File: config.mk
export PLATFORM = sky130hd
export DESIGN_NAME = idle_oc_qualifier
export DESIGN_NICKNAME = d
export VERILOG_FILES = /design/src/rtl/oc_qual_pkg.sv /design/src/rtl/oc_input_sync.sv /design/src/rtl/oc_duration_timer.sv /design/src/rtl/oc_occurrence_counter.sv /design/src/rtl/idle_oc_qualifier.sv
export SDC_FILE = /design/constraint.sdc
export NUM_CORES = 1
export LEC_CHECK = 0
export BUFFER_PORTS_ARGS = -buffer_cell sky130_fd_sc_hd__buf_2
export CAP_MARGIN = 0
export CORE_MARGIN = 2
export CORE_UTILIZATION = 60
export CTS_CLUSTER_SIZE = 20
export DETAILED_ROUTE_END_ITERATION = 10
export GPL_ROUTABILITY_DRIVEN = 0
export PLACE_DENSITY = 0.87
export SETUP_SLACK_MARGIN = 0.02
export SYNTH_ARGS = -nofsm -noshare
export SYNTH_HDL_FRONTEND = slang
export SYNTH_SLANG_ARGS = --single-unit
File: constraint.sdc
create_clock -name clk -period 2.9 [get_ports clk]
set_input_delay 0.435 -clock clk [delete_from_list [all_inputs] [get_ports clk]]
set_output_delay 0.435 -clock clk [all_outputs]
set_load 0.01 [all_outputs]
File: src/rtl/oc_qual_pkg.sv
package oc_qual_pkg;

    typedef enum logic [1:0] {
        QS_OFF,
        QS_WATCH,
        QS_TRIP
    } qual_state_t;

    typedef enum logic {
        TS_CLEAR,
        TS_RUN
    } dur_state_t;

    typedef enum logic {
        OS_EMPTY,
        OS_COUNTING
    } occ_state_t;

    // Converts a span in nanoseconds to whole clock cycles, rounding up.
    function automatic int unsigned ns_to_cycles(input int unsigned clk_hz,
                                                 input int unsigned span_ns);
        longint unsigned prod;
        prod = 64'(clk_hz) * 64'(span_ns);
        return 32'((prod + 64'd999_999_999) / 64'd1_000_000_000);
    endfunction

endpackage

File: src/rtl/oc_input_sync.sv
module oc_input_sync #(
    parameter int unsigned WIDTH  = 4,
    parameter int unsigned STAGES = 2
) (
    input  logic             clk,
    input  logic             rst_n,
    input  logic [WIDTH-1:0] async_i,
    output logic [WIDTH-1:0] sync_o
);

    logic [WIDTH-1:0] stage_q [STAGES];

    generate
        for (genvar s = 0; s < STAGES; s++) begin : g_stage
            if (s == 0) begin : g_first
                always_ff @(posedge clk) begin
                    if (!rst_n) stage_q[s] <= '0;
                    else        stage_q[s] <= async_i;
                end
            end else begin : g_next
                always_ff @(posedge clk) begin
                    if (!rst_n) stage_q[s] <= '0;
                    else        stage_q[s] <= stage_q[s-1];
                end
            end
        end
    endgenerate

    assign sync_o = stage_q[STAGES-1];

endmodule

File: src/rtl/oc_duration_timer.sv
module oc_duration_timer
    import oc_qual_pkg::*;
#(
    parameter int unsigned  LIMIT = 625,
    localparam int unsigned CW    = $clog2(LIMIT + 1)
) (
    input  logic          clk,
    input  logic          rst_n,
    input  logic          en_i,
    input  logic          cond_i,
    output logic          done_o,
    output logic [CW-1:0] count_o
);

    dur_state_t    state_q, state_d;
    logic [CW-1:0] cnt_q, cnt_d;
    logic          active;

    assign active = en_i & cond_i;

    always_ff @(posedge clk) begin
        if (!rst_n) begin
            state_q <= TS_CLEAR;
            cnt_q   <= '0;
        end else begin
            state_q <= state_d;
            cnt_q   <= cnt_d;
        end
    end

    always_comb begin
        state_d = state_q;
        cnt_d   = cnt_q;
        unique case (state_q)
            TS_CLEAR: begin
                if (active) begin
                    state_d = TS_RUN;
                    cnt_d   = CW'(1);
                end else begin
                    cnt_d   = '0;
                end
            end
            TS_RUN: begin
                if (!active) begin
                    state_d = TS_CLEAR;
                    cnt_d   = '0;
                end else if (cnt_q != CW'(LIMIT - 1)) begin
                    cnt_d   = cnt_q + CW'(1);
                end
            end
            default: begin
                state_d = TS_CLEAR;
                cnt_d   = '0;
            end
        endcase
    end

    // Completion: this sample is the LIMIT-th consecutive high one.
    always_comb begin
        done_o  = active && (state_q == TS_RUN) && (cnt_q == CW'(LIMIT - 1));
        count_o = cnt_q;
    end

endmodule

File: src/rtl/oc_occurrence_counter.sv
module oc_occurrence_counter
    import oc_qual_pkg::*;
#(
    parameter int unsigned  OCC_N     = 4,
    parameter int unsigned  GAP_LIMIT = 12500,
    localparam int unsigned NW        = $clog2(OCC_N + 1),
    localparam int unsigned GW        = $clog2(GAP_LIMIT + 1)
) (
    input  logic          clk,
    input  logic          rst_n,
    input  logic          en_i,
    input  logic          cond_i,
    output logic          done_o,
    output logic [NW-1:0] count_o
);

    occ_state_t    state_q, state_d;
    logic [NW-1:0] num_q, num_d;
    logic [GW-1:0] gap_q, gap_d;
    logic          cond_prev_q;
    logic          rise;

    assign rise = cond_i & ~cond_prev_q;

    always_ff @(posedge clk) begin
        if (!rst_n) begin
            cond_prev_q <= 1'b0;
            state_q     <= OS_EMPTY;
            num_q       <= '0;
            gap_q       <= '0;
        end else begin
            cond_prev_q <= cond_i;
            state_q     <= state_d;
            num_q       <= num_d;
            gap_q       <= gap_d;
        end
    end

    always_comb begin
        state_d = state_q;
        num_d   = num_q;
        gap_d   = gap_q;
        unique case (state_q)
            OS_EMPTY: begin
                gap_d = '0;
                num_d = '0;
                if (en_i && rise) begin
                    state_d = OS_COUNTING;
                    num_d   = NW'(1);
                end
            end
            OS_COUNTING: begin
                if (!en_i) begin
                    state_d = OS_EMPTY;
                    num_d   = '0;
                    gap_d   = '0;
                end else if (rise) begin
                    if (num_q != NW'(OCC_N - 1)) num_d = num_q + NW'(1);
                    gap_d = '0;
                end else if (cond_i) begin
                    gap_d = '0;
                end else if (gap_q == GW'(GAP_LIMIT)) begin
                    state_d = OS_EMPTY;
                    num_d   = '0;
                    gap_d   = '0;
                end else begin
                    gap_d = gap_q + GW'(1);
                end
            end
            default: begin
                state_d = OS_EMPTY;
                num_d   = '0;
                gap_d   = '0;
            end
        endcase
    end

    always_comb begin
        done_o  = en_i && rise && (state_q == OS_COUNTING) && (num_q == NW'(OCC_N - 1));
        count_o = num_q;
    end

endmodule

File: src/rtl/idle_oc_qualifier.sv
module idle_oc_qualifier
    import oc_qual_pkg::*;
#(
    parameter int unsigned CLK_HZ      = 250_000_000,
    parameter int unsigned CONT_NS     = 2500,
    parameter int unsigned GAP_NS      = 50_000,
    parameter int unsigned OCC_N       = 4,
    parameter int unsigned SYNC_STAGES = 2
) (
    input  logic clk,
    input  logic rst_n,
    input  logic idle_i,
    input  logic a_src_lim_i,
    input  logic b_src_lim_i,
    input  logic a_snk_lim_i,
    input  logic b_snk_lim_i,
    input  logic clear_i,
    output logic fault_flag_o,
    output logic drv_disable_o
);

    localparam int unsigned CONT_CYC = ns_to_cycles(CLK_HZ, CONT_NS);
    localparam int unsigned GAP_CYC  = ns_to_cycles(CLK_HZ, GAP_NS);
    localparam int unsigned OCC_W    = $clog2(OCC_N + 1);
    localparam int unsigned RUN_W    = $clog2(CONT_CYC + 1);

    logic [3:0]       lim_raw, lim_s;
    logic             cond_s;
    logic             watch;
    logic             cont_done, occ_done, qualified;
    logic [OCC_W-1:0] occ_count;
    logic [RUN_W-1:0] run_count;

    qual_state_t state_q, state_d;

    assign lim_raw = {b_snk_lim_i, a_snk_lim_i, b_src_lim_i, a_src_lim_i};

    oc_input_sync #(
        .WIDTH  (4),
        .STAGES (SYNC_STAGES)
    ) u_sync (
        .clk     (clk),
        .rst_n   (rst_n),
        .async_i (lim_raw),
        .sync_o  (lim_s)
    );

    // Both lines pinned low (sourcing) or both pinned high (sinking).
    assign cond_s = (lim_s[0] & lim_s[1]) | (lim_s[2] & lim_s[3]);
    assign watch  = (state_q == QS_WATCH);

    oc_duration_timer #(
        .LIMIT (CONT_CYC)
    ) u_dur (
        .clk     (clk),
        .rst_n   (rst_n),
        .en_i    (watch),
        .cond_i  (cond_s),
        .done_o  (cont_done),
        .count_o (run_count)
    );

    oc_occurrence_counter #(
        .OCC_N     (OCC_N),
        .GAP_LIMIT (GAP_CYC)
    ) u_occ (
        .clk     (clk),
        .rst_n   (rst_n),
        .en_i    (watch),
        .cond_i  (cond_s),
        .done_o  (occ_done),
        .count_o (occ_count)
    );

    assign qualified = cont_done | occ_done;

    always_ff @(posedge clk) begin
        if (!rst_n) state_q <= QS_OFF;
        else        state_q <= state_d;
    end

    always_comb begin
        state_d = state_q;
        unique case (state_q)
            QS_OFF: begin
                if (idle_i) state_d = QS_WATCH;
            end
            QS_WATCH: begin
                if (qualified)    state_d = QS_TRIP;
                else if (!idle_i) state_d = QS_OFF;
            end
            QS_TRIP: begin
                if (clear_i) state_d = QS_OFF;
            end
            default: state_d = QS_OFF;
        endcase
    end

    always_comb begin
        unique case (state_q)
            QS_TRIP: begin
                fault_flag_o  = 1'b1;
                drv_disable_o = 1'b1;
            end
            default: begin
                fault_flag_o  = 1'b0;
                drv_disable_o = 1'b0;
            end
        endcase
    end

endmodule

* Word level (Yosys, flattened, before mapping)
Memory sizes are Yosys's and may differ from the RTL's.
Index checks and enable logic that the tools add are counted.
** Operators by class
- $add $sub $neg :: 3
- Equal/unequal tests :: 14
- Mux-type cells :: 33
- Bitwise logic cells :: 11
- Reductions and logical operators :: 8
** Operator list (count)
- $mux 14 :: 4
- $pmux 14 s2 :: 1
- $mux 10 :: 2
- $pmux 10 s2 :: 1
- $mux 3 :: 5
- $add 14x1->14 const B :: 1
- $eq 14x14->1 const B :: 1
- $ne 4x4->1 const B :: 3
- $mux 1 :: 11
- $add 10x1->10 const B :: 1
- $eq 10x10->1 const B :: 1
- $ne 10x10->1 const B :: 1
- $mux 2 :: 4
- $mux 4 :: 2
- $ne 3x3->1 const B :: 2
- $pmux 2 s3 :: 1
- $pmux 3 s2 :: 1
- $reduce_and 3->1 :: 2
- $logic_and 1x1->1 :: 5
- $and 1x1->1 :: 4
- $ne 2x2->1 const B :: 2
- $or 1x1->1 :: 4
- $add 3x1->3 const B :: 1
- $eq 3x2->1 const B :: 1
- 6 further kinds :: 8
** Storage, ports and cells
- Register bits after elaboration :: 32
- Bits in writable memories :: 8
- Output and inout bits :: 2
- Memories kept :: 1
** Memories
- u_sync.stage_q :: words 2, width 4, rd ports 2, clocked after memory_dff 0, write ports 2, line oc_input_sync.sv:11 : logic [WIDTH-1:0] stage_q [STAGES];

* Depth between registers and ports, before layout
Gate-level depths: netlist of the first run.
An unclocked memory read counts as a cell.
- Depth after elaboration :: 10
- Depth in mapped cells :: 7
- Depth with buffers taken out :: 6

* Cells and area by module
Synthesis of the first run repeated with hierarchy kept, for this count alone.
** Second synthesis, totals
- Cell total of the unflattened synthesis :: 200
- Area, all modules :: 1821.7 sq um
** By module, submodules not included
- oc_occurrence_counter :: instances 1, cells an instance 110, area each 950.9 sq um, sequential area each 380.4 sq um
- oc_duration_timer :: instances 1, cells an instance 62, area each 535.5 sq um, sequential area each 220.2 sq um
- oc_input_sync :: instances 1, cells an instance 16, area each 210.2 sq um, sequential area each 160.2 sq um
- idle_oc_qualifier :: instances 1, cells an instance 12, area each 125.1 sq um, sequential area each 40.0 sq um

* Worst setup path after synthesis of the first run
OpenSTA, ideal clock, no wires.
- Kind :: register -> register
- Start point :: register u_occ.gap_q[10]
- End point :: register u_occ.num_q[0], in the netlist u_occ.count_o[0]
- Arrival :: 1.421 ns
- Required time :: 2.783 ns
- Path slack :: 1.362 ns
- Cell stages (with the launch flop) :: 5
- Path buffers :: 0
- Clock period less this slack :: 1.538 ns
- Cell sequence :: dfxtp_1 or4_1 nor4_2 a211oi_1 a22o_1
** On the way
- Longest elaborated chain between the ends :: 3
** Ends and longest elaborated chain
- start: declaration :: line oc_occurrence_counter.sv:19 : logic [GW-1:0] gap_q, gap_d;
- start signal: assignment :: line oc_occurrence_counter.sv:35 : gap_q <= gap_d;
- $eq 14x14->1 :: line oc_occurrence_counter.sv:62 : end else if (gap_q == GW'(GAP_LIMIT)) begin
- $ne 4x4->1 (no line)
- $reduce_and 3->1 (no line)
- end signal: assignment :: line oc_occurrence_counter.sv:34 : num_q <= num_d;
- end: declaration :: line oc_occurrence_counter.sv:18 : logic [NW-1:0] num_q, num_d;
No other way between the ends.
A chain may end at the register's enable or synchronous reset.

* Worst setup path in the final report of the first run
- Start point :: register u_occ.gap_q[10]
- End point :: register u_occ.gap_q[8]
** On the way
- Longest elaborated chain between the ends :: 6
** Ends and longest elaborated chain
- $eq 14x14->1 :: line oc_occurrence_counter.sv:62
- $mux 14 :: line oc_occurrence_counter.sv:62
- $mux 14 :: line oc_occurrence_counter.sv:60 : end else if (cond_i) begin
- $mux 14 :: line oc_occurrence_counter.sv:57 : end else if (rise) begin
- $mux 14 :: line oc_occurrence_counter.sv:53 : if (!en_i) begin
- $pmux 14 s2 :: line oc_occurrence_counter.sv:43 : unique case (state_q)
No other way between the ends.

==> impl_metrics.prom, run 1 <==
# TYPE chip_impl_metric gauge
chip_impl_metric{name="final-max-slew-violation-count",unit=""} 0
chip_impl_metric{name="cts.path.max_buffers",unit=""} 2
chip_impl_metric{name="finish.instance_area",unit="um^2"} 1815
chip_impl_metric{name="synth-edff-count",unit=""} 0
chip_impl_metric{name="pwr-share-clk",unit="%"} 40.3
chip_impl_metric{name="finalCriticalPeriod",unit="ps"} 1721
chip_impl_info{name="final_common_cell",value="sky130_fd_sc_hd__dfxtp_1"} 1
chip_impl_metric{name="initial_antenna_violation_count",unit=""} 0
chip_impl_metric{name="maxClockFrequency",unit="MHz"} 581.0
chip_impl_metric{name="drcViolationCount",unit=""} 0
chip_impl_metric{name="largest_net_degree_at_the_start_of_global_routing",unit=""} 15
chip_impl_metric{name="finalSetupTns",unit="ps"} 0
chip_impl_metric{name="wl",unit="um"} 2909
chip_impl_metric{name="critical_path_data_arrival_time",unit="ps"} 1970
chip_impl_metric{name="core_area",unit="um^2"} 2710
chip_impl_metric{name="cts_max_level",unit=""} 2
chip_impl_metric{name="max_cap_violations",unit=""} 0
chip_impl_metric{name="die_y_extent",unit="um"} 56.82
chip_impl_metric{name="synth_fp_nets",unit=""} 194
chip_impl_metric{name="synthCells",unit=""} 180
chip_impl_metric{name="finClkSkew",unit="ps"} 7.827
chip_impl_metric{name="internal_power",unit="uW"} 746.9
chip_impl_metric{name="post_synth_instance_area",unit="um^2"} 1674
chip_impl_metric{name="timing.critical_path.buf_inv",unit=""} 0
chip_impl_metric{name="antenna_violating_nets_post_route",unit=""} 0
chip_impl_metric{name="dieWidth",unit="um"} 56.82
chip_impl_info{name="most-common-layout-cells",value="sky130_fd_sc_hd__dfxtp_1, sky130_fd_sc_hd__nor2_1, sky130_fd_sc_hd__nand2_1, sky130_fd_sc_hd__xnor2_1, sky130_fd_sc_hd__and2_1"} 1
chip_impl_metric{name="via_count_of_the_first_global_routing_pass",unit=""} 1217
chip_impl_metric{name="layout_worst_path_cycle_share",unit="%"} 59.35
chip_impl_metric{name="final_hold_viol_count",unit=""} 0
chip_impl_metric{name="power.ir.vdd_worst",unit="mV"} 0.5019
chip_impl_info{name="synth.area.top_cells",value="sky130_fd_sc_hd__dfxtp_1, sky130_fd_sc_hd__xnor2_1, sky130_fd_sc_hd__nor2_1"} 1
chip_impl_metric{name="initial_utilization",unit="%"} 61.77
chip_impl_info{name="path_cells",value="or4_1 -> nor4_2 -> nand3b_2 -> nor2_1"} 1
chip_impl_metric{name="synth-seq-cells",unit=""} 40
chip_impl_info{name="start_kind",value="flop"} 1
chip_impl_metric{name="clock_sink_count",unit=""} 40
chip_impl_metric{name="synth_seq_area_share",unit="%"} 47.83
chip_impl_metric{name="synth-async-reset-ratio",unit="%"} 0
chip_impl_metric{name="flow.area_growth_from_synthesis",unit="%"} 8.445
chip_impl_metric{name="design.die.area",unit="um^2"} 3229
chip_impl_metric{name="placedInstanceArea",unit="um^2"} 1732
chip_impl_info{name="cts_tree",value="done"} 1
chip_impl_metric{name="critical-path-max-stage-delay",unit="ps"} 540
chip_impl_metric{name="hold_slack",unit="ps"} 268.1
chip_impl_metric{name="drt-initial-drc-count",unit=""} 51
chip_impl_info{name="grt_setup_unrepaired",value="no"} 1
chip_impl_metric{name="pin_count",unit=""} 10
chip_impl_info{name="crit_path_top_delay_cell",value="sky130_fd_sc_hd__or4_1"} 1
chip_impl_info{name="min_path_type",value="in -> reg"} 1
chip_impl_metric{name="num_vias",unit=""} 1237
chip_impl_metric{name="tightest_slew",unit="ps"} 553.8
chip_impl_metric{name="detailedPlacementHpwl",unit="um"} 2106
chip_impl_metric{name="global_route.overflow_total",unit=""} 0
chip_impl_metric{name="avgViaCountPerCell",unit=""} 5.522
chip_impl_metric{name="leakagePower",unit="uW"} 0.0006338
chip_impl_info{name="dominantRegCellSynth",value="sky130_fd_sc_hd__dfxtp_1"} 1
chip_impl_metric{name="sequential_power_share",unit="%"} 58.4
chip_impl_metric{name="post_cts_buffers",unit=""} 0
chip_impl_metric{name="io_buffer_count",unit=""} 9
chip_impl_info{name="cts_root_buf",value="sky130_fd_sc_hd__clkbuf_4"} 1
chip_impl_metric{name="drt_pre_antenna_iters",unit=""} 4
chip_impl_metric{name="first_pass_grt_wire_length",unit="um"} 5043
chip_impl_info{name="path_delay_family",value="simple AND/OR/NAND/NOR gates"} 1
chip_impl_metric{name="netlist_cell_types",unit=""} 37
chip_impl_metric{name="latest_clock_arrival_within_the_worst_skew_pair",unit="ps"} 360
chip_impl_metric{name="synth.avg_cell_area",unit="um^2"} 9.301
chip_impl_metric{name="cts_hold_repair.buffers",unit=""} 0
chip_impl_metric{name="powerDensity",unit="nW/um^2"} 525.8
chip_impl_metric{name="dpl.cell_count",unit=""} 216
chip_impl_metric{name="power_switching",unit="uW"} 207.7
chip_impl_metric{name="worst_setup_hold_path_clk_slew",unit="ps"} 130
chip_impl_metric{name="grtUsageTotal",unit="%"} 20.46
chip_impl_metric{name="finish.cell_count_without_fillers",unit=""} 224
chip_impl_metric{name="p_sw_share",unit="%"} 21.76
chip_impl_metric{name="setup-violations-final",unit=""} 0
chip_impl_metric{name="p_comb_share",unit="%"} 1.3
chip_impl_metric{name="total_clock_buffers_created_by_cts",unit=""} 5
chip_impl_metric{name="synth_top_cell_area_share",unit="%"} 47.83
chip_impl_metric{name="fin_nets",unit=""} 206
chip_impl_info{name="result_of_the_run",value="complete, no violations"} 1
chip_impl_metric{name="slew-limit-headroom",unit="%"} 63.08
chip_impl_info{name="library_cell_occupying_the_most_area_in_the_post_synthesis_netlist",value="sky130_fd_sc_hd__dfxtp_1"} 1
chip_impl_metric{name="critical_path_required",unit="ps"} 3150
chip_impl_metric{name="num_rows",unit=""} 19
chip_impl_metric{name="postCtsResizedCells",unit=""} 0
chip_impl_info{name="worst-setup-path-type",value="reg -> reg"} 1
chip_impl_metric{name="finish.utilization",unit="%"} 66.99
chip_impl_info{name="worst_setup_path_end_kind",value="flop"} 1
chip_impl_metric{name="number_of_antenna_cells_inserted",unit=""} 0
chip_impl_metric{name="route.detailed.wl_per_inst",unit="um"} 12.99
chip_impl_metric{name="path_max_fanout",unit=""} 14
chip_impl_metric{name="synth-warning-count",unit=""} 0
chip_impl_metric{name="drive_gt1_share",unit="%"} 9.845
stage by stage:
step | power, uW | setup slack (ps)
after global routing | 983.4 | 1078
after global placement | 581.5 | 1304
after floorplan | 576.3 | 1362
after CTS | 961.4 | 1166
after detailed placement | 582.6 | 1215
final | 954.5 | 1179
synthesized netlist by cell type (2+ instances only):
master,instances
sky130_fd_sc_hd__xor2_1,8
sky130_fd_sc_hd__nand4_1,5
sky130_fd_sc_hd__nand2b_1,2
sky130_fd_sc_hd__nor3_1,5
sky130_fd_sc_hd__and2_1,10
sky130_fd_sc_hd__dfxtp_1,40
sky130_fd_sc_hd__and3b_1,3
sky130_fd_sc_hd__and3_1,2
sky130_fd_sc_hd__inv_1,9
sky130_fd_sc_hd__clkbuf_1,2
sky130_fd_sc_hd__nor2b_1,3
sky130_fd_sc_hd__nor2_1,26
sky130_fd_sc_hd__a21oi_1,4
sky130_fd_sc_hd__nand2_1,12
sky130_fd_sc_hd__nand3_1,7
sky130_fd_sc_hd__ha_1,6
sky130_fd_sc_hd__nor4_1,5
sky130_fd_sc_hd__xnor2_1,12
path summary, 6_finish.rpt:
kind / from / endpoint / slack [ps] / cells past startpoint
worst max-delay path: u_occ.gap_q[10] / u_occ.gap_q[8] / 1180 / 4
worst min-delay path: b_snk_lim_i / u_sync.stage_q[0][3] / 270 / 2
worst max register to register: u_occ.gap_q[10] / u_occ.gap_q[8] / 1180 / 4
worst min register to register: u_sync.stage_q[0][0] / u_sync.stage_q[1][0] / 450 / 1
layer usage:
metal / global-route usage [%] / wire length (um) / vias to the layer above
li1: - / - / 630
met1: 22.22 / 1238 / 584
met2: 35.38 / 1502 / 17
met3: 7.143 / 116 / 6
met4: 9.635 / 52 / 0
met5: 0 / 0 / -
flip-flops by register name, indices dropped and copies added (netlist names):
signal,flops
state_q,2
u_dur.count_o,10
u_dur.state_q,1
u_occ.cond_prev_q,1
u_occ.count_o,3
u_occ.gap_q,14
u_occ.state_q,1
u_sync.stage_q,8
cell families after synthesis:
| group | after synthesis | share of synthesized area (%) |
|---|---|---|
| compound gates | 11 | 4.485 |
| xor+xnor | 20 | 10.46 |
| fa+ha+maj | 6 | 4.484 |
| buf+inv | 13 | 3.588 |
| flops | 40 | 47.83 |
| mux | 1 | 0.5979 |
| simple gates | 89 | 28.55 |
worst reg2reg max path, cell delays in order (launching register included):
cell	delay, ps
sky130_fd_sc_hd__dfxtp_1	360
sky130_fd_sc_hd__or4_1	540
sky130_fd_sc_hd__nor4_2	260
sky130_fd_sc_hd__nand3b_2	360
sky130_fd_sc_hd__nor2_1	90
power by group through the flow:
| stage | clock (uW) | sequential, uW | combinational, uW |
|---|---|---|---|
| 6_report | 384 | 558 | 12.4 |
| 4_1_cts | 391 | 558 | 12.6 |
| 5_1_grt | 411 | 558 | 13.9 |
| 3_3_place_gp | 0 | 570 | 11.9 |
| 3_5_place_dp | 0 | 570 | 12.5 |
| 2_1_floorplan | 0 | 569 | 7.03 |
final cells by class:
class	instances	area, um^2
flip-flops and latches	40	800.8
repair buffers	9	45.04
inverters	9	33.78
clock buffers	5	37.54
well taps	31	38.79
multi-input cells	127	813.3
fillers	217	894.6
clock inverters	3	46.29
No activity file was read; power rests on OpenSTA's default activity.
==> inputs of run 2 (changes only) <==
--- a/config.mk
+++ b/config.mk
@@ -5,6 +5,7 @@
 export SDC_FILE = /design/constraint.sdc
 export NUM_CORES = 1
 export LEC_CHECK = 0
+export ABC_AREA = 1
 export BUFFER_PORTS_ARGS = -buffer_cell sky130_fd_sc_hd__buf_2
 export CAP_MARGIN = 0
 export CORE_MARGIN = 2
@@ -12,7 +13,7 @@
 export CTS_CLUSTER_SIZE = 20
 export DETAILED_ROUTE_END_ITERATION = 10
 export GPL_ROUTABILITY_DRIVEN = 0
-export PLACE_DENSITY = 0.87
+export PLACE_DENSITY = 0.86
 export SETUP_SLACK_MARGIN = 0.02
 export SYNTH_ARGS = -nofsm -noshare
 export SYNTH_HDL_FRONTEND = slang
==> constraint.sdc (replaced) <==
create_clock -name clk -period 1.6 [get_ports clk]
set_input_delay 0.24 -clock clk [delete_from_list [all_inputs] [get_ports clk]]
set_output_delay 0.24 -clock clk [all_outputs]
set_load 0.01 [all_outputs]
==> run 2 against run 1 <==
Against the previous run:
- fmax increased by 18%
- die area increased by 16%
- synthesized cell count rose by 44%
- clock power up 71%
- clock skew rose by 1.2 ps
- core utilization rose by 4.1 points
- register-to-register slack got worse by 1000 ps
- via count increased by 29%
- final cell count up 46%
- sequential share of layout area decreased by 7.5 points
- clock-buffer cell count grew 1
- area after synthesis rose by 17%
==> impl_metrics.prom, run 2 <==
# TYPE chip_impl_metric gauge
chip_impl_metric{name="max_cap_violations",unit=""} 0
chip_impl_metric{name="avgViaCountPerCell",unit=""} 4.908
chip_impl_metric{name="global_route.overflow_total",unit=""} 0
chip_impl_info{name="synth.area.top_cells",value="sky130_fd_sc_hd__dfxtp_1, sky130_fd_sc_hd__nand2_1, sky130_fd_sc_hd__nor2_1"} 1
chip_impl_metric{name="finish.utilization",unit="%"} 71.10
chip_impl_metric{name="slew-limit-headroom",unit="%"} 80.62
chip_impl_info{name="synth_top_family_by_area",value="simple AND/OR/NAND/NOR gates"} 1
chip_impl_metric{name="synth-seq-cells",unit=""} 40
chip_impl_metric{name="cts_max_level",unit=""} 2
chip_impl_metric{name="grtUsageTotal",unit="%"} 20.03
chip_impl_metric{name="synth-warning-count",unit=""} 0
chip_impl_metric{name="flow.area_growth_from_synthesis",unit="%"} 11.54
chip_impl_metric{name="finalSetupTns",unit="ps"} 0
chip_impl_metric{name="die_y_extent",unit="um"} 61.18
chip_impl_metric{name="num_rows",unit=""} 20
chip_impl_metric{name="synth_fp_nets",unit=""} 274
chip_impl_info{name="grt_setup_unrepaired",value="no"} 1
chip_impl_metric{name="synth_fa_ha_area_share",unit="%"} 3.827
chip_impl_metric{name="cts.path.max_buffers",unit=""} 2
chip_impl_info{name="result_of_the_run",value="complete, no violations"} 1
chip_impl_info{name="library_cell_occupying_the_most_area_in_the_post_synthesis_netlist",value="sky130_fd_sc_hd__dfxtp_1"} 1
chip_impl_info{name="worst-setup-path-type",value="reg -> reg"} 1
chip_impl_metric{name="total_clock_buffers_created_by_cts",unit=""} 5
chip_impl_metric{name="path_max_fanout",unit=""} 9
chip_impl_metric{name="latest_clock_arrival_within_the_worst_skew_pair",unit="ps"} 350
chip_impl_metric{name="first_pass_grt_wire_length",unit="um"} 5520
chip_impl_metric{name="finalCriticalPeriod",unit="ps"} 1463
chip_impl_metric{name="number_of_antenna_cells_inserted",unit=""} 0
chip_impl_metric{name="layout_worst_path_cycle_share",unit="%"} 91.42
chip_impl_info{name="library_cell_with_the_highest_instance_count_after_synthesis",value="sky130_fd_sc_hd__nand2_1"} 1
chip_impl_info{name="path_cells",value="inv_1 -> ha_1 -> nand2_1 -> inv_1 -> nand2_1 -> nor2_1 -> nand2_2 -> nand4_4 -> buf_12 -> nor3_1"} 1
chip_impl_metric{name="hold_slack",unit="ps"} 67.20
chip_impl_metric{name="post_synth_instance_area",unit="um^2"} 1962
chip_impl_metric{name="clock_sink_count",unit=""} 40
chip_impl_metric{name="core_area",unit="um^2"} 3078
chip_impl_metric{name="power.ir.vdd_worst",unit="mV"} 0.6283
chip_impl_info{name="dominantRegCellSynth",value="sky130_fd_sc_hd__dfxtp_1"} 1
chip_impl_metric{name="drcViolationCount",unit=""} 0
chip_impl_metric{name="synth-async-reset-ratio",unit="%"} 0
chip_impl_metric{name="synth_simple_gate_area_share",unit="%"} 36.35
chip_impl_metric{name="antenna_violating_nets_post_route",unit=""} 0
chip_impl_metric{name="route.detailed.wl_per_inst",unit="um"} 10.41
chip_impl_metric{name="synthCells",unit=""} 260
chip_impl_info{name="cts_root_buf",value="sky130_fd_sc_hd__clkbuf_4"} 1
chip_impl_metric{name="largest_net_degree_at_the_start_of_global_routing",unit=""} 15
chip_impl_metric{name="io_buffer_count",unit=""} 9
chip_impl_metric{name="dieWidth",unit="um"} 61.18
chip_impl_metric{name="maxClockFrequency",unit="MHz"} 683.6
chip_impl_metric{name="leakagePower",unit="uW"} 0.0008088
chip_impl_metric{name="finClkSkew",unit="ps"} 9.044
chip_impl_metric{name="design.die.area",unit="um^2"} 3743
chip_impl_metric{name="synth_seq_area_share",unit="%"} 40.82
chip_impl_metric{name="final-max-slew-violation-count",unit=""} 0
chip_impl_metric{name="num_vias",unit=""} 1600
chip_impl_metric{name="drt_pre_antenna_iters",unit=""} 4
chip_impl_info{name="start_kind",value="flop"} 1
chip_impl_metric{name="detailedPlacementHpwl",unit="um"} 2460
chip_impl_info{name="largest_register",value="u_occ.gap_q"} 1
chip_impl_metric{name="synth-edff-count",unit=""} 0
chip_impl_metric{name="critical_path_required",unit="ps"} 1880
chip_impl_metric{name="wl",unit="um"} 3393
chip_impl_metric{name="fin_nets",unit=""} 295
chip_impl_info{name="most-common-layout-cells",value="sky130_fd_sc_hd__nand2_1, sky130_fd_sc_hd__dfxtp_1, sky130_fd_sc_hd__nor2_1"} 1
chip_impl_info{name="crit_path_top_delay_cell",value="sky130_fd_sc_hd__dfxtp_2"} 1
chip_impl_metric{name="powerDensity",unit="nW/um^2"} 785.9
chip_impl_metric{name="critical-path-max-stage-delay",unit="ps"} 380
chip_impl_metric{name="tightest_slew",unit="ps"} 288.0
chip_impl_metric{name="largest_reg_flops",unit=""} 14
chip_impl_metric{name="pin_count",unit=""} 10
chip_impl_metric{name="synth_top_cell_area_share",unit="%"} 40.82
chip_impl_info{name="synth_common_cells",value="sky130_fd_sc_hd__nand2_1, sky130_fd_sc_hd__dfxtp_1, sky130_fd_sc_hd__nor2_1, sky130_fd_sc_hd__inv_1, sky130_fd_sc_hd__nand3_1"} 1
chip_impl_info{name="final_common_cell",value="sky130_fd_sc_hd__nand2_1"} 1
chip_impl_metric{name="synth_mux_area_share",unit="%"} 0
chip_impl_metric{name="synth_compound_area_share",unit="%"} 7.462
chip_impl_info{name="worst_setup_path_end_kind",value="flop"} 1
chip_impl_metric{name="critical_path_data_arrival_time",unit="ps"} 1750
chip_impl_metric{name="initial_antenna_violation_count",unit=""} 0
chip_impl_metric{name="initial_utilization",unit="%"} 63.74
chip_impl_metric{name="via_count_of_the_first_global_routing_pass",unit=""} 1360
chip_impl_metric{name="netlist_cell_types",unit=""} 36
chip_impl_metric{name="final_hold_viol_count",unit=""} 0
chip_impl_metric{name="setup-violations-final",unit=""} 0
chip_impl_metric{name="synth.avg_cell_area",unit="um^2"} 7.546
chip_impl_metric{name="drt-initial-drc-count",unit=""} 74
chip_impl_info{name="min_path_type",value="in -> reg"} 1
chip_impl_metric{name="drive_gt1_share",unit="%"} 24.11
chip_impl_info{name="cts_tree",value="done"} 1
chip_impl_metric{name="worst_setup_hold_path_clk_slew",unit="ps"} 110
chip_impl_metric{name="post-layout-total-power",unit="uW"} 1720
chip_impl_metric{name="yosys.area_share.xor_xnor",unit="%"} 1.786
[run 2: cell count changes after synthesis, sizes merged, moves of 4 or more]
cell	delta
nand2	+45
inv	+33
xnor2	-10
a21oi	+10
xor2	-6
nor2	+22
and2	-9
nor4	-4
nand3	+10
[run 2: worst paths after layout]
kind / slack, ps / from / depth (start not counted) / endpoint
max: 140 / u_occ.gap_q[0] / 10 / u_occ.gap_q[6]
min: 70 / b_src_lim_i / 3 / u_sync.stage_q[0][1]
max reg2reg: 140 / u_occ.gap_q[0] / 10 / u_occ.gap_q[6]
min reg2reg: 430 / u_sync.stage_q[0][0] / 2 / u_sync.stage_q[1][0]
[run 2: cell type report]
type	count	area, um^2
clock inverters	2	35.03
inverters	42	157.7
fillers	245	889.6
clock buffers	6	41.29
well taps	44	55.05
multi-input cells	174	972.2
flip-flops and latches	40	802.0
repair buffers	18	125.1
[run 2: worst max-delay path, delay by kind of cell, from the launching register on]
kind	cells	cell delay [ps]
buf+inv	3	290
fa+ha+maj	1	180
simple gates	6	540
flops	1	380
[run 2: stage by stage]
| stage | instance area [um^2] | std cells | worst slack (ps) |
|---|---|---|---|
| 6_report | 2188 | 326 | 137.2 |
| 5_1_grt | 2188 | 326 | 26.03 |
| 3_3_place_gp | 2051 | 312 | 154.5 |
| 3_5_place_dp | 2051 | 312 | 115.8 |
| 2_1_floorplan | 1962 | 260 | 304.2 |
| 4_1_cts | 2127 | 320 | 83.25 |
[run 2: logic make-up (layout without fill, tap and decap cells)]
kind of cell	after synthesis	in the layout
adder cells (fa/ha/maj)	6	6
flip-flops	40	40
AND/OR/NAND/NOR	142	142
AO/OA/AOI/OAI	22	22
XOR/XNOR	4	4
buffers and inverters	46	68
[run 2: metal layers]
metal | wire [um] | vias to the layer above | global-route usage [%]
met5 | 0 | - | 0
met4 | 42 | 0 | 7.453
met3 | 102 | 5 | 5.672
met2 | 1709 | 18 | 34.04
met1 | 1539 | 726 | 24.07
li1 | - | 851 | -
[run 2: timing repair]
action | in CTS | in global routing
hold buffers | 0 | 0
buffers inserted | 0 | 6
setup endpoints to repair | 0 | 5
resized for setup | 0 | 2
[run 2: power by group]
part	switching [uW]	internal, uW	leakage (uW)
Clock	327	327	0.0000422
Combinational	30.7	20.5	0.000442
Sequential	5.28	1010	0.000325
==> inputs of run 3 (changes only) <==
--- a/config.mk
+++ b/config.mk
@@ -6,14 +6,14 @@
 export NUM_CORES = 1
 export LEC_CHECK = 0
 export ABC_AREA = 1
-export BUFFER_PORTS_ARGS = -buffer_cell sky130_fd_sc_hd__buf_2
 export CAP_MARGIN = 0
 export CORE_MARGIN = 2
-export CORE_UTILIZATION = 60
+export CORE_UTILIZATION = 56
 export CTS_CLUSTER_SIZE = 20
 export DETAILED_ROUTE_END_ITERATION = 10
+export DONT_BUFFER_PORTS = 1
 export GPL_ROUTABILITY_DRIVEN = 0
-export PLACE_DENSITY = 0.86
+export PLACE_DENSITY = 0.82
 export SETUP_SLACK_MARGIN = 0.02
 export SYNTH_ARGS = -nofsm -noshare
 export SYNTH_HDL_FRONTEND = slang
==> constraint.sdc (replaced) <==
create_clock -name clk -period 1.3 [get_ports clk]
set_input_delay 0.195 -clock clk [delete_from_list [all_inputs] [get_ports clk]]
set_output_delay 0.195 -clock clk [all_outputs]
set_load 0.01 [all_outputs]
==> run 3 against run 2 <==
Against the previous run:
- the run now ends with negative setup slack left
- non-clock buffer count rose by 21
- sequential share of layout area shrank 6.5 points
- via count increased by 14%
- critical path type unchanged
- register-to-register slack got worse by 350 ps
- highest routed layer unchanged
- fmax decreased by 3.5%
==> impl_metrics.prom, run 3 (synthesis results as in run 2) <==
# TYPE chip_impl_metric gauge
chip_impl_info{name="violated_checks",value="negative setup slack"} 1
chip_impl_info{name="largest_register",value="u_occ.gap_q"} 1
chip_impl_metric{name="initial_utilization",unit="%"} 58.33
chip_impl_metric{name="total_clock_buffers_created_by_cts",unit=""} 5
chip_impl_metric{name="layout_worst_path_cycle_share",unit="%"} 116.6
chip_impl_metric{name="io_buffer_count",unit=""} 0
chip_impl_metric{name="powerDensity",unit="nW/um^2"} 744.8
chip_impl_metric{name="die_y_extent",unit="um"} 63.19
chip_impl_metric{name="largest_reg_flops",unit=""} 14
chip_impl_metric{name="fin_nets",unit=""} 316
chip_impl_metric{name="drt_pre_antenna_iters",unit=""} 4
chip_impl_info{name="most-common-layout-cells",value="sky130_fd_sc_hd__nand2_1, sky130_fd_sc_hd__dfxtp_1, sky130_fd_sc_hd__nor2_1"} 1
chip_impl_metric{name="reg2regPathDepth",unit=""} 7
chip_impl_metric{name="wl",unit="um"} 5363
chip_impl_info{name="cts_root_buf",value="sky130_fd_sc_hd__clkbuf_4"} 1
chip_impl_metric{name="dieWidth",unit="um"} 63.19
chip_impl_metric{name="latest_clock_arrival_within_the_worst_skew_pair",unit="ps"} 370
chip_impl_metric{name="timing.hold.worst_path_depth",unit=""} 2
chip_impl_metric{name="n_fill_cell",unit=""} 205
chip_impl_metric{name="critical-path-max-stage-delay",unit="ps"} 520
chip_impl_metric{name="leakagePower",unit="uW"} 0.001001
chip_impl_metric{name="avgViaCountPerCell",unit=""} 5.221
chip_impl_metric{name="finish.cell_count_without_fillers",unit=""} 349
chip_impl_metric{name="reg_to_reg_slack_setup",unit="ps"} -220
chip_impl_metric{name="cts.path.max_buffers",unit=""} 2
chip_impl_metric{name="multi_input_gate_area_in_the_final_layout",unit="um^2"} 1239
chip_impl_metric{name="clock_sink_count",unit=""} 40
chip_impl_info{name="result_of_the_run",value="complete, but fails checks"} 1
chip_impl_metric{name="seq_area",unit="um^2"} 814.5
chip_impl_metric{name="drive_gt1_share",unit="%"} 44.22
chip_impl_metric{name="first_pass_grt_wire_length",unit="um"} 7741
chip_impl_metric{name="slew-limit-headroom",unit="%"} 59.30
chip_impl_metric{name="grtUsageTotal",unit="%"} 25.04
chip_impl_metric{name="route.detailed.wl_per_inst",unit="um"} 15.37
chip_impl_info{name="path_cells",value="nand3_2 -> nor2_2 -> nand2_2 -> nand3_2 -> o21ai_2 -> nand2_1 -> inv_1"} 1
chip_impl_info{name="worst-setup-path-type",value="reg -> reg"} 1
chip_impl_metric{name="maxClockFrequency",unit="MHz"} 659.5
chip_impl_metric{name="worst_setup_hold_path_clk_slew",unit="ps"} 140
chip_impl_info{name="hold_path_startpoint",value="rst_n"} 1
chip_impl_metric{name="num_vias",unit=""} 1822
chip_impl_info{name="min_path_type",value="in -> reg"} 1
chip_impl_info{name="r2r-start",value="u_dur.count_o[4]"} 1
chip_impl_info{name="grt_setup_unrepaired",value="yes"} 1
chip_impl_metric{name="finalCriticalPeriod",unit="ps"} 1516
chip_impl_metric{name="drcViolationCount",unit=""} 0
chip_impl_info{name="final_common_cell",value="sky130_fd_sc_hd__nand2_1"} 1
chip_impl_metric{name="core_area",unit="um^2"} 3363
chip_impl_metric{name="via_count_of_the_first_global_routing_pass",unit=""} 1774
chip_impl_metric{name="antenna_violating_nets_post_route",unit=""} 0
chip_impl_metric{name="power.ir.vdd_worst",unit="mV"} 0.7981
chip_impl_metric{name="design.die.area",unit="um^2"} 3993
chip_impl_info{name="start_kind",value="flop"} 1
chip_impl_metric{name="number_of_antenna_cells_inserted",unit=""} 0
chip_impl_metric{name="final_hold_viol_count",unit=""} 0
chip_impl_metric{name="finish.utilization",unit="%"} 80.28
chip_impl_metric{name="global_route.overflow_total",unit=""} 0
chip_impl_info{name="cts_tree",value="done"} 1
chip_impl_metric{name="critical_path_required",unit="ps"} 1580
chip_impl_metric{name="max_cap_violations",unit=""} 0
chip_impl_metric{name="pin_count",unit=""} 10
chip_impl_metric{name="cts_max_level",unit=""} 2
chip_impl_metric{name="setup-violations-final",unit=""} 26
chip_impl_metric{name="flow.area_growth_from_synthesis",unit="%"} 37.63
chip_impl_metric{name="largest_net_degree_at_the_start_of_global_routing",unit=""} 17
chip_impl_metric{name="num_rows",unit=""} 21
chip_impl_info{name="crit_path_top_delay_cell",value="sky130_fd_sc_hd__dfxtp_1"} 1
chip_impl_metric{name="finalSetupTns",unit="ps"} -2444
chip_impl_info{name="crit_path_frequent_cell",value="sky130_fd_sc_hd__nand3_2"} 1
chip_impl_metric{name="finClkSkew",unit="ps"} 7.740
chip_impl_info{name="worst_setup_path_end_kind",value="flop"} 1
chip_impl_metric{name="drt-initial-drc-count",unit=""} 113
chip_impl_metric{name="finish.instance_area",unit="um^2"} 2700
chip_impl_metric{name="detailedPlacementHpwl",unit="um"} 2638
chip_impl_metric{name="path_max_fanout",unit=""} 4
chip_impl_metric{name="dpl.cell_count",unit=""} 321
chip_impl_metric{name="critical_path_data_arrival_time",unit="ps"} 1790
chip_impl_info{name="regToRegEndpoint",value="state_q[0]"} 1
chip_impl_metric{name="layout_setup_ws",unit="ps"} -216.2
chip_impl_info{name="worstHoldEndpoint",value="u_dur.count_o[1]"} 1
chip_impl_metric{name="initial_antenna_violation_count",unit=""} 0
chip_impl_metric{name="hold_slack",unit="ps"} 96.18
chip_impl_metric{name="tightest_slew",unit="ps"} 608.5
chip_impl_metric{name="placedInstanceArea",unit="um^2"} 2141
chip_impl_metric{name="final-max-slew-violation-count",unit=""} 0
-- run 3: changes by cell type in the layout (fill, tap and decap cells not counted), sizes merged --
cell         before  now
clkinvlp          0    2
buf              18   33
bufinv            1    0
dlygate4sd3       0    5
-- run 3: timing repair --
action                                  CTS  global route
resized for setup                        45            45
setup buffers                             7             7
hold buffers                              5             0
pin swaps                                18            21
hold endpoints to repair                 17             0
endpoints found under the setup margin   24            31
gates cloned                              1             0
-- run 3: area by class of cell --
type                       count  area share (%)
timing repair buffer          39           13.53
sequential                    40           30.17
multi-input combinational    174           45.88
clock inverter                 3          0.8804
clock buffer                   5           1.390
inverter                      42           6.024
tap                           46           2.132
-- run 3: power breakdown --
group | total (uW) | leakage (uW) | switching [uW] | internal, uW
combinational | 76.1 | 0.000646 | 43.4 | 32.7
clock | 686 | 0.0000274 | 473 | 213
sequential | 1250 | 0.000328 | 11.0 | 1240
-- run 3: critical path: cells and delay by family (launching register included) --
kind	cells	cell delay, ps
compound gates	1	50
buf+inv	1	60
flops	1	520
simple gates	5	800
-- run 3: worst max path at each step --
stage,startpoint,end,cells after the start
after floorplan,u_dur.count_o[1],state_q[0],10
after global placement,u_occ.gap_q[0],u_occ.count_o[0],12
after detailed placement,u_occ.gap_q[0],u_occ.count_o[2],12
after CTS,u_occ.gap_q[0],u_occ.gap_q[11],11
after global routing,u_dur.count_o[0],state_q[0],10
final,u_dur.count_o[4],state_q[0],7
-- run 3: metal layers --
layer / track usage, % / share of wire, % / wire length [um] / vias to the layer above
met5: 0 / 0 / 0 / -
met4: 13.04 / 3.4 / 181 / 0
met3: 6.250 / 4.9 / 265 / 18
met2: 46.54 / 53 / 2856 / 60
met1: 25.68 / 38 / 2059 / 853
li1: - / - / - / 891
-- run 3: per-stage QoR --
step	power, uW	setup slack (ps)
final	2011	-216.2
after global routing	2078	-261.4
after CTS	1995	-116.3
after detailed placement	1323	-101.6
after global placement	1319	-28.21
after floorplan	1320	4.186
